===== config.mk =====
export PLATFORM = sky130hd
export DESIGN_NAME = dispatch_slot_ctrl
export DESIGN_NICKNAME = d
export VERILOG_FILES = /design/src/rtl/dsc_pkg.sv /design/src/rtl/dsc_slot_budget.sv /design/src/rtl/dsc_gate_arbiter.sv /design/src/rtl/dsc_issue_pulse.sv /design/src/rtl/dispatch_slot_ctrl.sv
export SDC_FILE = /design/constraint.sdc
export NUM_CORES = 1
export LEC_CHECK = 0
export BUFFER_PORTS_ARGS = -buffer_cell sky130_fd_sc_hd__buf_2
export CORE_MARGIN = 8
export CORE_UTILIZATION = 51
export DETAILED_ROUTE_END_ITERATION = 12
export MAX_ROUTING_LAYER = met4
export PLACE_DENSITY = 0.93
export SLEW_MARGIN = 20
export SYNTH_ARGS = -nofsm -noshare
export SYNTH_HDL_FRONTEND = slang
export SYNTH_HIERARCHICAL = 1
export SYNTH_SLANG_ARGS = --single-unit

===== constraint.sdc =====
create_clock -name clk -period 11.1 [get_ports clk]
set_input_delay 0.555 -clock clk [delete_from_list [all_inputs] [get_ports clk]]
set_output_delay 0.555 -clock clk [all_outputs]
set_load 0.01 [all_outputs]

===== src/rtl/dsc_pkg.sv =====
package dsc_pkg;

  typedef enum logic [2:0] {
    GATE_NONE   = 3'd0,
    GATE_SLOT   = 3'd1,
    GATE_REGF   = 3'd2,
    GATE_RETIRE = 3'd3,
    GATE_SCHED  = 3'd4
  } gate_e;

  // micro-op count as used by every gate: zero counts as one
  function automatic int eff_count(input int raw);
    return (raw == 0) ? 1 : raw;
  endfunction

  // slots granted at the start of a cycle, given the carry entering it
  function automatic int next_avail(input int carry, input int width);
    return (carry >= width) ? 0 : width - carry;
  endfunction

  // carry left after a cycle has absorbed its share
  function automatic int next_carry(input int carry, input int width);
    return (carry >= width) ? carry - width : 0;
  endfunction

  // does an instruction fit the current slot budget
  function automatic logic slot_fits(input int uops, input int avail,
                                     input int carry, input int width);
    if (carry != 0) return 1'b0;
    if (uops > width) return (avail == width);
    return (uops <= avail);
  endfunction

endpackage


===== src/rtl/dsc_slot_budget.sv =====
module dsc_slot_budget #(
  parameter int W     = 4,
  parameter int UOP_W = 4,
  localparam int AW   = $clog2(W + 1)
) (
  input  logic             clk,
  input  logic             rst_n,
  input  logic [UOP_W-1:0] req_uops,
  input  logic             fire,
  output logic             slot_ok,
  output logic [AW-1:0]    avail_q,
  output logic [UOP_W-1:0] carry_q
);
  import dsc_pkg::*;

  int carry_after;

  always_comb begin
    carry_after = int'(carry_q);
    if (fire && (int'(req_uops) > W))
      carry_after = int'(req_uops) - W;
  end

  always_ff @(posedge clk) begin
    if (!rst_n) begin
      avail_q <= AW'(W);
      carry_q <= '0;
    end else begin
      avail_q <= AW'(next_avail(carry_after, W));
      carry_q <= UOP_W'(next_carry(carry_after, W));
    end
  end

  assign slot_ok = slot_fits(int'(req_uops), int'(avail_q), int'(carry_q), W);

endmodule


===== src/rtl/dsc_gate_arbiter.sv =====
module dsc_gate_arbiter #(
  parameter int UOP_W       = 4,
  parameter int NUM_DST     = 2,
  parameter int ROB_CNT_W   = 6,
  parameter int SCHED_RSN_W = 3,
  localparam int STALL_W    = SCHED_RSN_W + 1
) (
  input  logic                   valid,
  input  logic                   slot_ok,
  input  logic [NUM_DST-1:0]     rf_unavail,
  input  logic [ROB_CNT_W-1:0]   rob_free,
  input  logic [UOP_W-1:0]       req_uops,
  input  logic                   sch_accept,
  input  logic [SCHED_RSN_W-1:0] sch_reason,
  output dsc_pkg::gate_e         first_fail,
  output logic                   accept,
  output logic                   stall,
  output logic [STALL_W-1:0]     code
);
  import dsc_pkg::*;

  logic rob_room;
  assign rob_room = (int'(rob_free) >= int'(req_uops));

  always_comb begin
    if (!slot_ok)               first_fail = GATE_SLOT;
    else if (rf_unavail != '0)  first_fail = GATE_REGF;
    else if (!rob_room)         first_fail = GATE_RETIRE;
    else if (!sch_accept)       first_fail = GATE_SCHED;
    else                        first_fail = GATE_NONE;
  end

  assign accept = valid && (first_fail == GATE_NONE);
  assign stall  = valid && (first_fail != GATE_NONE);

  always_comb begin
    code = '0;
    if (stall) begin
      case (first_fail)
        GATE_SLOT:   code = STALL_W'(1);
        GATE_REGF:   code = STALL_W'(2);
        GATE_RETIRE: code = STALL_W'(3);
        GATE_SCHED:  code = {1'b1, sch_reason};
        default:     code = '0;
      endcase
    end
  end

endmodule


===== src/rtl/dsc_issue_pulse.sv =====
module dsc_issue_pulse #(
  parameter int UOP_W   = 4,
  parameter int NUM_SRC = 3
) (
  input  logic               clk,
  input  logic               rst_n,
  input  logic               fire,
  input  logic [UOP_W-1:0]   fire_uops,
  input  logic               need_alloc,
  input  logic [NUM_SRC-1:0] track_mask,
  output logic               pulse_q,
  output logic [UOP_W-1:0]   uops_q,
  output logic               alloc_q,
  output logic [NUM_SRC-1:0] mask_q
);

  always_ff @(posedge clk) begin
    if (!rst_n || !fire) begin
      pulse_q <= 1'b0;
      uops_q  <= '0;
      alloc_q <= 1'b0;
      mask_q  <= '0;
    end else begin
      pulse_q <= 1'b1;
      uops_q  <= fire_uops;
      alloc_q <= need_alloc;
      mask_q  <= track_mask;
    end
  end

endmodule


===== src/rtl/dispatch_slot_ctrl.sv =====
module dispatch_slot_ctrl #(
  parameter int DISPATCH_WIDTH = 4,
  parameter int UOP_W          = 4,
  parameter int NUM_SRC        = 3,
  parameter int NUM_DST        = 2,
  parameter int ROB_CNT_W      = 6,
  parameter int SCHED_RSN_W    = 3,
  localparam int STALL_W       = SCHED_RSN_W + 1,
  localparam int AVAIL_W       = $clog2(DISPATCH_WIDTH + 1)
) (
  input  logic                   clk,
  input  logic                   rst_n,
  input  logic                   in_valid,
  output logic                   in_ready,
  input  logic [UOP_W-1:0]       in_uops,
  input  logic                   in_dep_break,
  input  logic                   in_zero_lat,
  input  logic [NUM_SRC-1:0]     in_src_valid,
  input  logic [NUM_SRC-1:0]     in_src_implicit,
  input  logic [NUM_DST-1:0]     rf_unavail,
  input  logic [ROB_CNT_W-1:0]   rob_free,
  input  logic                   sch_accept,
  input  logic [SCHED_RSN_W-1:0] sch_reason,
  output logic                   stall_valid,
  output logic [STALL_W-1:0]     stall_code,
  output logic                   disp_pulse,
  output logic [UOP_W-1:0]       disp_uops,
  output logic                   rf_alloc_req,
  output logic [NUM_SRC-1:0]     raw_track_mask
);
  import dsc_pkg::*;

  // named internal events, observed by the bound checker
  logic [UOP_W-1:0]   eff_uops;
  logic               fire;
  logic               slot_ok;
  logic               need_alloc;
  logic [AVAIL_W-1:0] avail_q;
  logic [UOP_W-1:0]   carry_q;
  logic [NUM_SRC-1:0] track_mask;
  gate_e              first_fail;

  assign eff_uops   = UOP_W'(eff_count(int'(in_uops)));
  assign need_alloc = !(in_dep_break && in_zero_lat);

  // per-source selection for read-after-write tracking
  for (genvar s = 0; s < NUM_SRC; s++) begin : g_src
    assign track_mask[s] = in_src_valid[s] && (in_src_implicit[s] || !in_dep_break);
  end

  dsc_slot_budget #(
    .W     (DISPATCH_WIDTH),
    .UOP_W (UOP_W)
  ) u_budget (
    .clk      (clk),
    .rst_n    (rst_n),
    .req_uops (eff_uops),
    .fire     (fire),
    .slot_ok  (slot_ok),
    .avail_q  (avail_q),
    .carry_q  (carry_q)
  );

  dsc_gate_arbiter #(
    .UOP_W       (UOP_W),
    .NUM_DST     (NUM_DST),
    .ROB_CNT_W   (ROB_CNT_W),
    .SCHED_RSN_W (SCHED_RSN_W)
  ) u_arb (
    .valid      (in_valid),
    .slot_ok    (slot_ok),
    .rf_unavail (rf_unavail),
    .rob_free   (rob_free),
    .req_uops   (eff_uops),
    .sch_accept (sch_accept),
    .sch_reason (sch_reason),
    .first_fail (first_fail),
    .accept     (fire),
    .stall      (stall_valid),
    .code       (stall_code)
  );

  dsc_issue_pulse #(
    .UOP_W   (UOP_W),
    .NUM_SRC (NUM_SRC)
  ) u_pulse (
    .clk        (clk),
    .rst_n      (rst_n),
    .fire       (fire),
    .fire_uops  (eff_uops),
    .need_alloc (need_alloc),
    .track_mask (track_mask),
    .pulse_q    (disp_pulse),
    .uops_q     (disp_uops),
    .alloc_q    (rf_alloc_req),
    .mask_q     (raw_track_mask)
  );

  assign in_ready = fire;

endmodule


## Word level (Yosys, flattened, before mapping)

Index checks and enable logic that the tools add are counted.

| word-level totals | value |
|---|---|
| logic and storage cells | 59 |
| register bits | 16 |
| output and inout bits | 15 |
| bits of input ports | 27 |

| operators by class | value |
|---|---|
| bitwise operators | 1 |
| order comparisons | 4 |
| add/subtract/negate cells | 3 |
| reductions and logical operators | 22 |
| mux-type cells | 17 |
| equal/unequal tests | 5 |

Operator list:

| operator | count |
|---|---|
| 32-bit by 4-bit >= comparator with 1-bit output, second input constant | 1 |
| 32-bit 2-to-1 mux | 1 |
| 4-bit case mux with 4 select lines | 1 |
| 3-bit 2-to-1 mux | 5 |
| 1-bit 2-to-1 mux | 8 |
| 4-bit 2-to-1 mux | 2 |
| 1-bit logical AND | 7 |
| 3-bit by 2-bit == test with 1-bit output, second input constant | 2 |
| 3-bit == test, second input constant | 2 |
| 6-bit by 4-bit >= comparator with 1-bit output | 1 |
| 4-bit by 3-bit subtractor with 5-bit output, second input constant | 1 |
| 4-bit by 3-bit > comparator with 1-bit output, second input constant | 1 |
| 4-bit by 3-bit less-or-equal comparator with 1-bit output | 1 |
| 1-bit zero test | 4 |
| 4-bit zero test | 1 |
| 1-bit logical OR | 4 |
| 4-bit nonzero test | 1 |
| 4-bit subtractor, second input constant | 1 |
| 3-bit by 1-bit == test with 1-bit output, second input constant | 1 |
| 3-bit zero test | 1 |
| 3-bit nonzero test | 1 |
| 3-bit subtractor, first input constant | 1 |
| 2-bit AND reduction | 1 |
| 2-bit nonzero test | 1 |
| 2 further kinds | 2 |

## Logic depth before layout (Yosys ltp)

| depth | value |
|---|---|
| word-level depth | 14 |
| mapped depth | 20 |
| mapped depth without buffers | 19 |

## Cells and area by module

The synthesis kept the hierarchy.

Modules (own cells, without submodules):

| module | area each (µm²) | cells an instance | times used | sequential area each (µm²) |
|---|---|---|---|---|
| dsc_slot_budget | 514.2 | 61 | 1 | 140.1 |
| dsc_gate_arbiter | 240.2 | 31 | 1 | 0.0 |
| dsc_issue_pulse | 237.7 | 18 | 1 | 180.2 |
| dispatch_slot_ctrl | 60.1 | 12 | 1 | 0.0 |

## Least setup slack after synthesis

Ideal clock, no wire load.

| timing | value |
|---|---|
| kind | input to register |
| from | in in_uops[1] |
| to | reg u_budget.avail_q[2] |
| stages | 17 |
| buffers on the path | 2 |
| required time | 11.019 ns |
| library setup time | 0.081 ns |
| setup slack | 6.597 ns |
| data arrival time | 4.422 ns |
| cell sequence | clkbuf_1 -> ha_1 -> nor2b_1 -> o21ai_0 -> a32oi_1 -> o21ai_0 -> nand3_1 -> nor3b_1 -> o21ai_1 -> or2_1 -> buf_4 -> mux2i_2 -> ha_1 -> a21bo_2 -> o211ai_1 -> o2111ai_1 -> a41oi_1 |

| between the ends | value |
|---|---|
| word-level cells in the longest chain between the ends | 14 |
| elaborated cells on any way between the ends | 21 |
| classes of those cells | 2 x add/sub; 4 x order compare; 11 x mux; 4 x reduce/logical |

Ends and longest elaborated chain:

| item | RTL line | RTL |
|---|---|---|
| from (decl) | dispatch_slot_ctrl.sv:15 | `input logic [UOP_W-1:0] in_uops,` |
| 4-bit zero test | dsc_pkg.sv:13 | `return (raw == 0) ? 1 : raw;` |
| 4-bit 2-to-1 mux (*) | dsc_pkg.sv:13 |  |
| 4-bit by 3-bit > comparator with 1-bit output | dsc_pkg.sv:30 | `if (uops > width) return (avail == width);` |
| 1-bit 2-to-1 mux (2 in a row) | dsc_pkg.sv:30 |  |
| 1-bit 2-to-1 mux (*) | dsc_pkg.sv:31 | `return (uops <= avail);` |
| 1-bit 2-to-1 mux (*) | dsc_pkg.sv:30 |  |
| named net slot_ok | dispatch_slot_ctrl.sv:36 | `logic slot_ok;` |
| 3-bit 2-to-1 mux (*) | dsc_gate_arbiter.sv:26 | `if (!slot_ok) first_fail = GATE_SLOT;` |
| 3-bit zero test (*) | dsc_gate_arbiter.sv:33 | `assign accept = valid && (first_fail == GATE_NONE);` |
| 1-bit logical AND (*) | dsc_gate_arbiter.sv:33 |  |
| named net in_ready | dispatch_slot_ctrl.sv:14 | `output logic in_ready,` |
| 1-bit logical AND (*) | dsc_slot_budget.sv:20 | `if (fire && (int'(req_uops) > W))` |
| 32-bit 2-to-1 mux (*) | dsc_slot_budget.sv:20 |  |
| 32-bit by 4-bit >= comparator with 1-bit output / 3-bit subtractor (equally long branches) | dsc_pkg.sv:18 | `return (carry >= width) ? 0 : width - carry;` |
| 3-bit 2-to-1 mux (*) | dsc_pkg.sv:18 |  |
| to (signal assigned) | dsc_slot_budget.sv:26 | `avail_q <= AW'(W);` |
| to (signal assigned) | dsc_slot_budget.sv:29 | `avail_q <= AW'(next_avail(carry_after, W));` |
| to (decl) | dsc_slot_budget.sv:11 | `output logic [AW-1:0] avail_q,` |

The timed path passes the listed nets; every way through them passes the cells marked *. The select of a mux whose other input is x is not followed.
A chain may end at the register's enable or synchronous reset.

## Worst setup path in the final report

| timing | value |
|---|---|
| from | in in_uops[1] |
| to | reg u_budget.avail_q[2] |

| between the ends | value |
|---|---|
| word-level cells in the longest chain between the ends | 14 |
| elaborated cells on any way between the ends | 21 |
| classes of those cells | 2 x add/sub; 4 x order compare; 11 x mux; 4 x reduce/logical |

Ends and longest elaborated chain:

| item | RTL line | RTL |
|---|---|---|
| 4-bit zero test (*) | dsc_pkg.sv:13 |  |
| 4-bit 2-to-1 mux (*) | dsc_pkg.sv:13 |  |
| named net eff_uops[0] | dispatch_slot_ctrl.sv:34 | `logic [UOP_W-1:0] eff_uops;` |
| 4-bit by 3-bit > comparator with 1-bit output | dsc_pkg.sv:30 |  |
| 1-bit 2-to-1 mux (2 in a row) | dsc_pkg.sv:30 |  |
| 1-bit 2-to-1 mux (*) | dsc_pkg.sv:31 |  |
| 1-bit 2-to-1 mux (*) | dsc_pkg.sv:30 |  |
| named net slot_ok | dispatch_slot_ctrl.sv:36 |  |
| 3-bit 2-to-1 mux (*) | dsc_gate_arbiter.sv:26 |  |
| 3-bit zero test (*) | dsc_gate_arbiter.sv:33 |  |
| 1-bit logical AND (*) | dsc_gate_arbiter.sv:33 |  |
| 1-bit logical AND (*) | dsc_slot_budget.sv:20 |  |
| 32-bit 2-to-1 mux (*) | dsc_slot_budget.sv:20 |  |
| 32-bit by 4-bit >= comparator with 1-bit output / 3-bit subtractor (equally long branches) | dsc_pkg.sv:18 |  |
| 3-bit 2-to-1 mux (*) | dsc_pkg.sv:18 |  |

Marks and branches as above.

==> flow_metrics.py <==
metrics = {
    "clocking": {
        "clk_latency_ns": 0.28,
        "cts_root_buf": "clkbuf_4",
        "ctsResizeCount": 0,
        "cts_tree": "yes",
        "cts_hold_buffers": 0,
        "cts_max_path_buffers": 2,
        "h-tree-depth": 1,
        "cts_setup_buffers": 0,
        "cts_buffers": 3,
        "cts_sinks": 16,
        "clk_pin_slew_worst_paths_ns": 0.09,
    },
    "floorplan": {
        "coreArea_um2": 1940,
        "die_w_um": 61.0,
        "initial_core_util_pct": 53.2,
        "die_h_um": 61.0,
        "row_count": 16,
        "io_pins": 42,
        "dieArea_um2": 3720,
    },
    "critical_path": {
        "crit_buf_inv": 2,
        "cp-end-kind": "flip-flop",
        "crit_chain": "buf_2 > nor3_1 > or2_1 > inv_1 > ha_1 > a32oi_1 > o21ai_0 > nand3_1 > nor3b_1 > o21ai_1 > or2_1 > mux2i_2 > ha_1 > a21bo_2 > o211ai_1 > o2111ai_1 > a41oi_1",
        "cp.required_ns": 11.31,
        "crit_family": "simple AND/OR/NAND/NOR gates",
        "crit_arrival_ns": 5.04,
        "start_kind": "primary input",
        "path_class": "in2reg",
        "cpMaxStageDelayCell": "nor3b_1",
        "cp_max_fo": 12,
        "critPathMaxStageDelay_ns": 0.72,
    },
    "routing": {
        "vias_per_cell": 5.38,
        "totalWireLength_mm": 2.61,
        "drc_errors": 0,
        "first_iter_violations": 33,
        "dr.pass1.iters": 4,
        "ant_nets": 0,
        "drt-wirelength-per-cell_um": 13.9,
        "dr_total_vias": 1006,
    },
    "finish": {
        "syn2layout_area_growth_pct": 24.8,
        "diodes": 0,
        "seqCellArea_um2": 320,
        "drive_above_1_share_pct": 33.8,
        "layout.nets": 200,
        "fillers": 156,
        "multiInputGateArea_um2": 629,
        "final_cells": 187,
    },
    "timing": {
        "fin_skew_ns": 0.000467,
        "rsz0062_at_grt": "no",
        "tightest_slew_ns": 0.846,
        "timing_hold_violations_final": 0,
        "post-route-min-period_ns": 4.84,
        "setup_violations": 0,
        "maxSlewHeadroom_pct": 43.5,
        "slew_violations": 0,
        "max_clock_freq_mhz": 207,
        "tns_ns": 0,
        "finalCritPeriodShare_pct": 43.6,
    },
    "global_route": {
        "grt_pass1_vias": 997,
        "use_met3_pct": 4.03,
        "grt_usage_pct": 14.9,
        "overflow": 0,
        "met2_usage_pct": 28.4,
        "grt_busiest_layer": "met2",
        "antenna_found_initial": 0,
        "met1_usage_pct": 14.7,
        "grt_pass1_wl_mm": 4.19,
        "grt_max_degree": 17,
    },
    "power_and_ir_drop": {
        "leakage_nw": 0.687,
        "peakVddDrop_v": 0.000123,
        "powerDensity_nw_per_um2": 141,
    },
    "logic_synthesis": {
        "syn_inst": 119,
        "syn-num-nets": 158,
        "synth_area_um2": 1030,
        "ys_warn_count": 6,
        "synth.avg_cell_area_um2": 8.67,
    },
    "placed_design": {
        "globalplace.congestion": 0.834,
        "numPortBuffers": 41,
        "hpwl_mm": 2.16,
        "post-place-cells": 183,
    },
    "worst_hold_path": {
        "min_path_type": "reg2reg",
    },
    "run_status": {
        "status": "completed",
    },
    "flow_run": {
        "maxCapViolCount": 0,
    },
}
[final cells by class]
type,count,area share [%]
repair buffers,41,15.9
clock buffers,4,2.82
inverters,17,4.95
well taps,27,2.62
flip-flops and latches,16,24.9
multi-input cells,82,48.8
[per-layer routing]
layer | vias up | share of wire (%)
met5 | - | 0
met3 | 4 | 7.3
met1 | 461 | 39
met4 | 0 | 1.8
met2 | 34 | 52
li1 | 507 | -
[layout by cell type, fill, tap and decap left out, drive strengths merged]
master	n
a21oi	3
ha	12
o211ai	4
or2	3
a41oi	2
o2111ai	2
nand4	1
nand2	3
clkbuf	4
nor3	1
inv	17
dfxtp	16
and3	9
and4	1
a32oi	1
a221oi	1
a21boi	4
nor4	1
nor2b	2
nand3b	1
mux2i	2
a21bo	1
nor3b	4
a2111oi	1
nand3	3
buf	41
and2	1
nor2	10
o21ai	9
[per-stage QoR]
stage | setup WS (ns) | power, mW | hold WS, ns | area [µm²] | utilization, %
floorplan | 6.68 | 0.122 | 0.506 | 1030 | -
global placement | 6.26 | 0.138 | 0.543 | 1250 | 64.5
detailed placement | 6.00 | 0.144 | 0.555 | 1250 | 64.5
CTS | 6.27 | 0.182 | 0.572 | 1290 | 66.4
global route | 5.79 | 0.194 | 0.595 | 1290 | 66.4
finish | 6.26 | 0.182 | 0.570 | 1290 | 66.4
[flip-flops by register name (all words and copies together), names as in the netlist]
name              count
u_budget/avail_q      3
u_budget/carry_q      4
u_pulse/alloc_q       1
u_pulse/mask_q        3
u_pulse/pulse_q       1
u_pulse/uops_q        4
[worst register-to-register path: stages (launching register included)]
cell,delay [ns]
dfxtp_1,0.33
inv_1,0.04
ha_1,0.31
nor2b_1,0.14
o21ai_0,0.20
a32oi_1,0.11
o21ai_0,0.49
nand3_1,0.14
nor3b_1,0.72
o21ai_1,0.30
or2_1,0.39
mux2i_2,0.20
ha_1,0.28
a21bo_2,0.22
o211ai_1,0.21
o2111ai_1,0.19
a41oi_1,0.19
[worst paths after layout]
path / startpoint / endpoint / slack, ns / depth (start not counted)
worst max-delay path: in_uops[1] / u_budget/avail_q[2]$_SDFF_PN1_ / 6.26 / 17
worst min-delay path: u_budget/carry_q[0]$_SDFF_PN0_ / u_budget/carry_q[0]$_SDFF_PN0_ / 0.57 / 2
worst max register to register: u_budget/avail_q[1]$_SDFF_PP0_ / u_budget/avail_q[2]$_SDFF_PN1_ / 6.56 / 16
worst min register to register: u_budget/carry_q[0]$_SDFF_PN0_ / u_budget/carry_q[0]$_SDFF_PN0_ / 0.57 / 2
[power breakdown]
part           switching (mW)  leakage (nW)  internal [mW]
logic                  0.0440         0.536         0.0337
clock network          0.0171        0.0210         0.0200
registers             0.00381         0.130         0.0635
total                  0.0650         0.687          0.117
(Power assumes the default switching activity.)
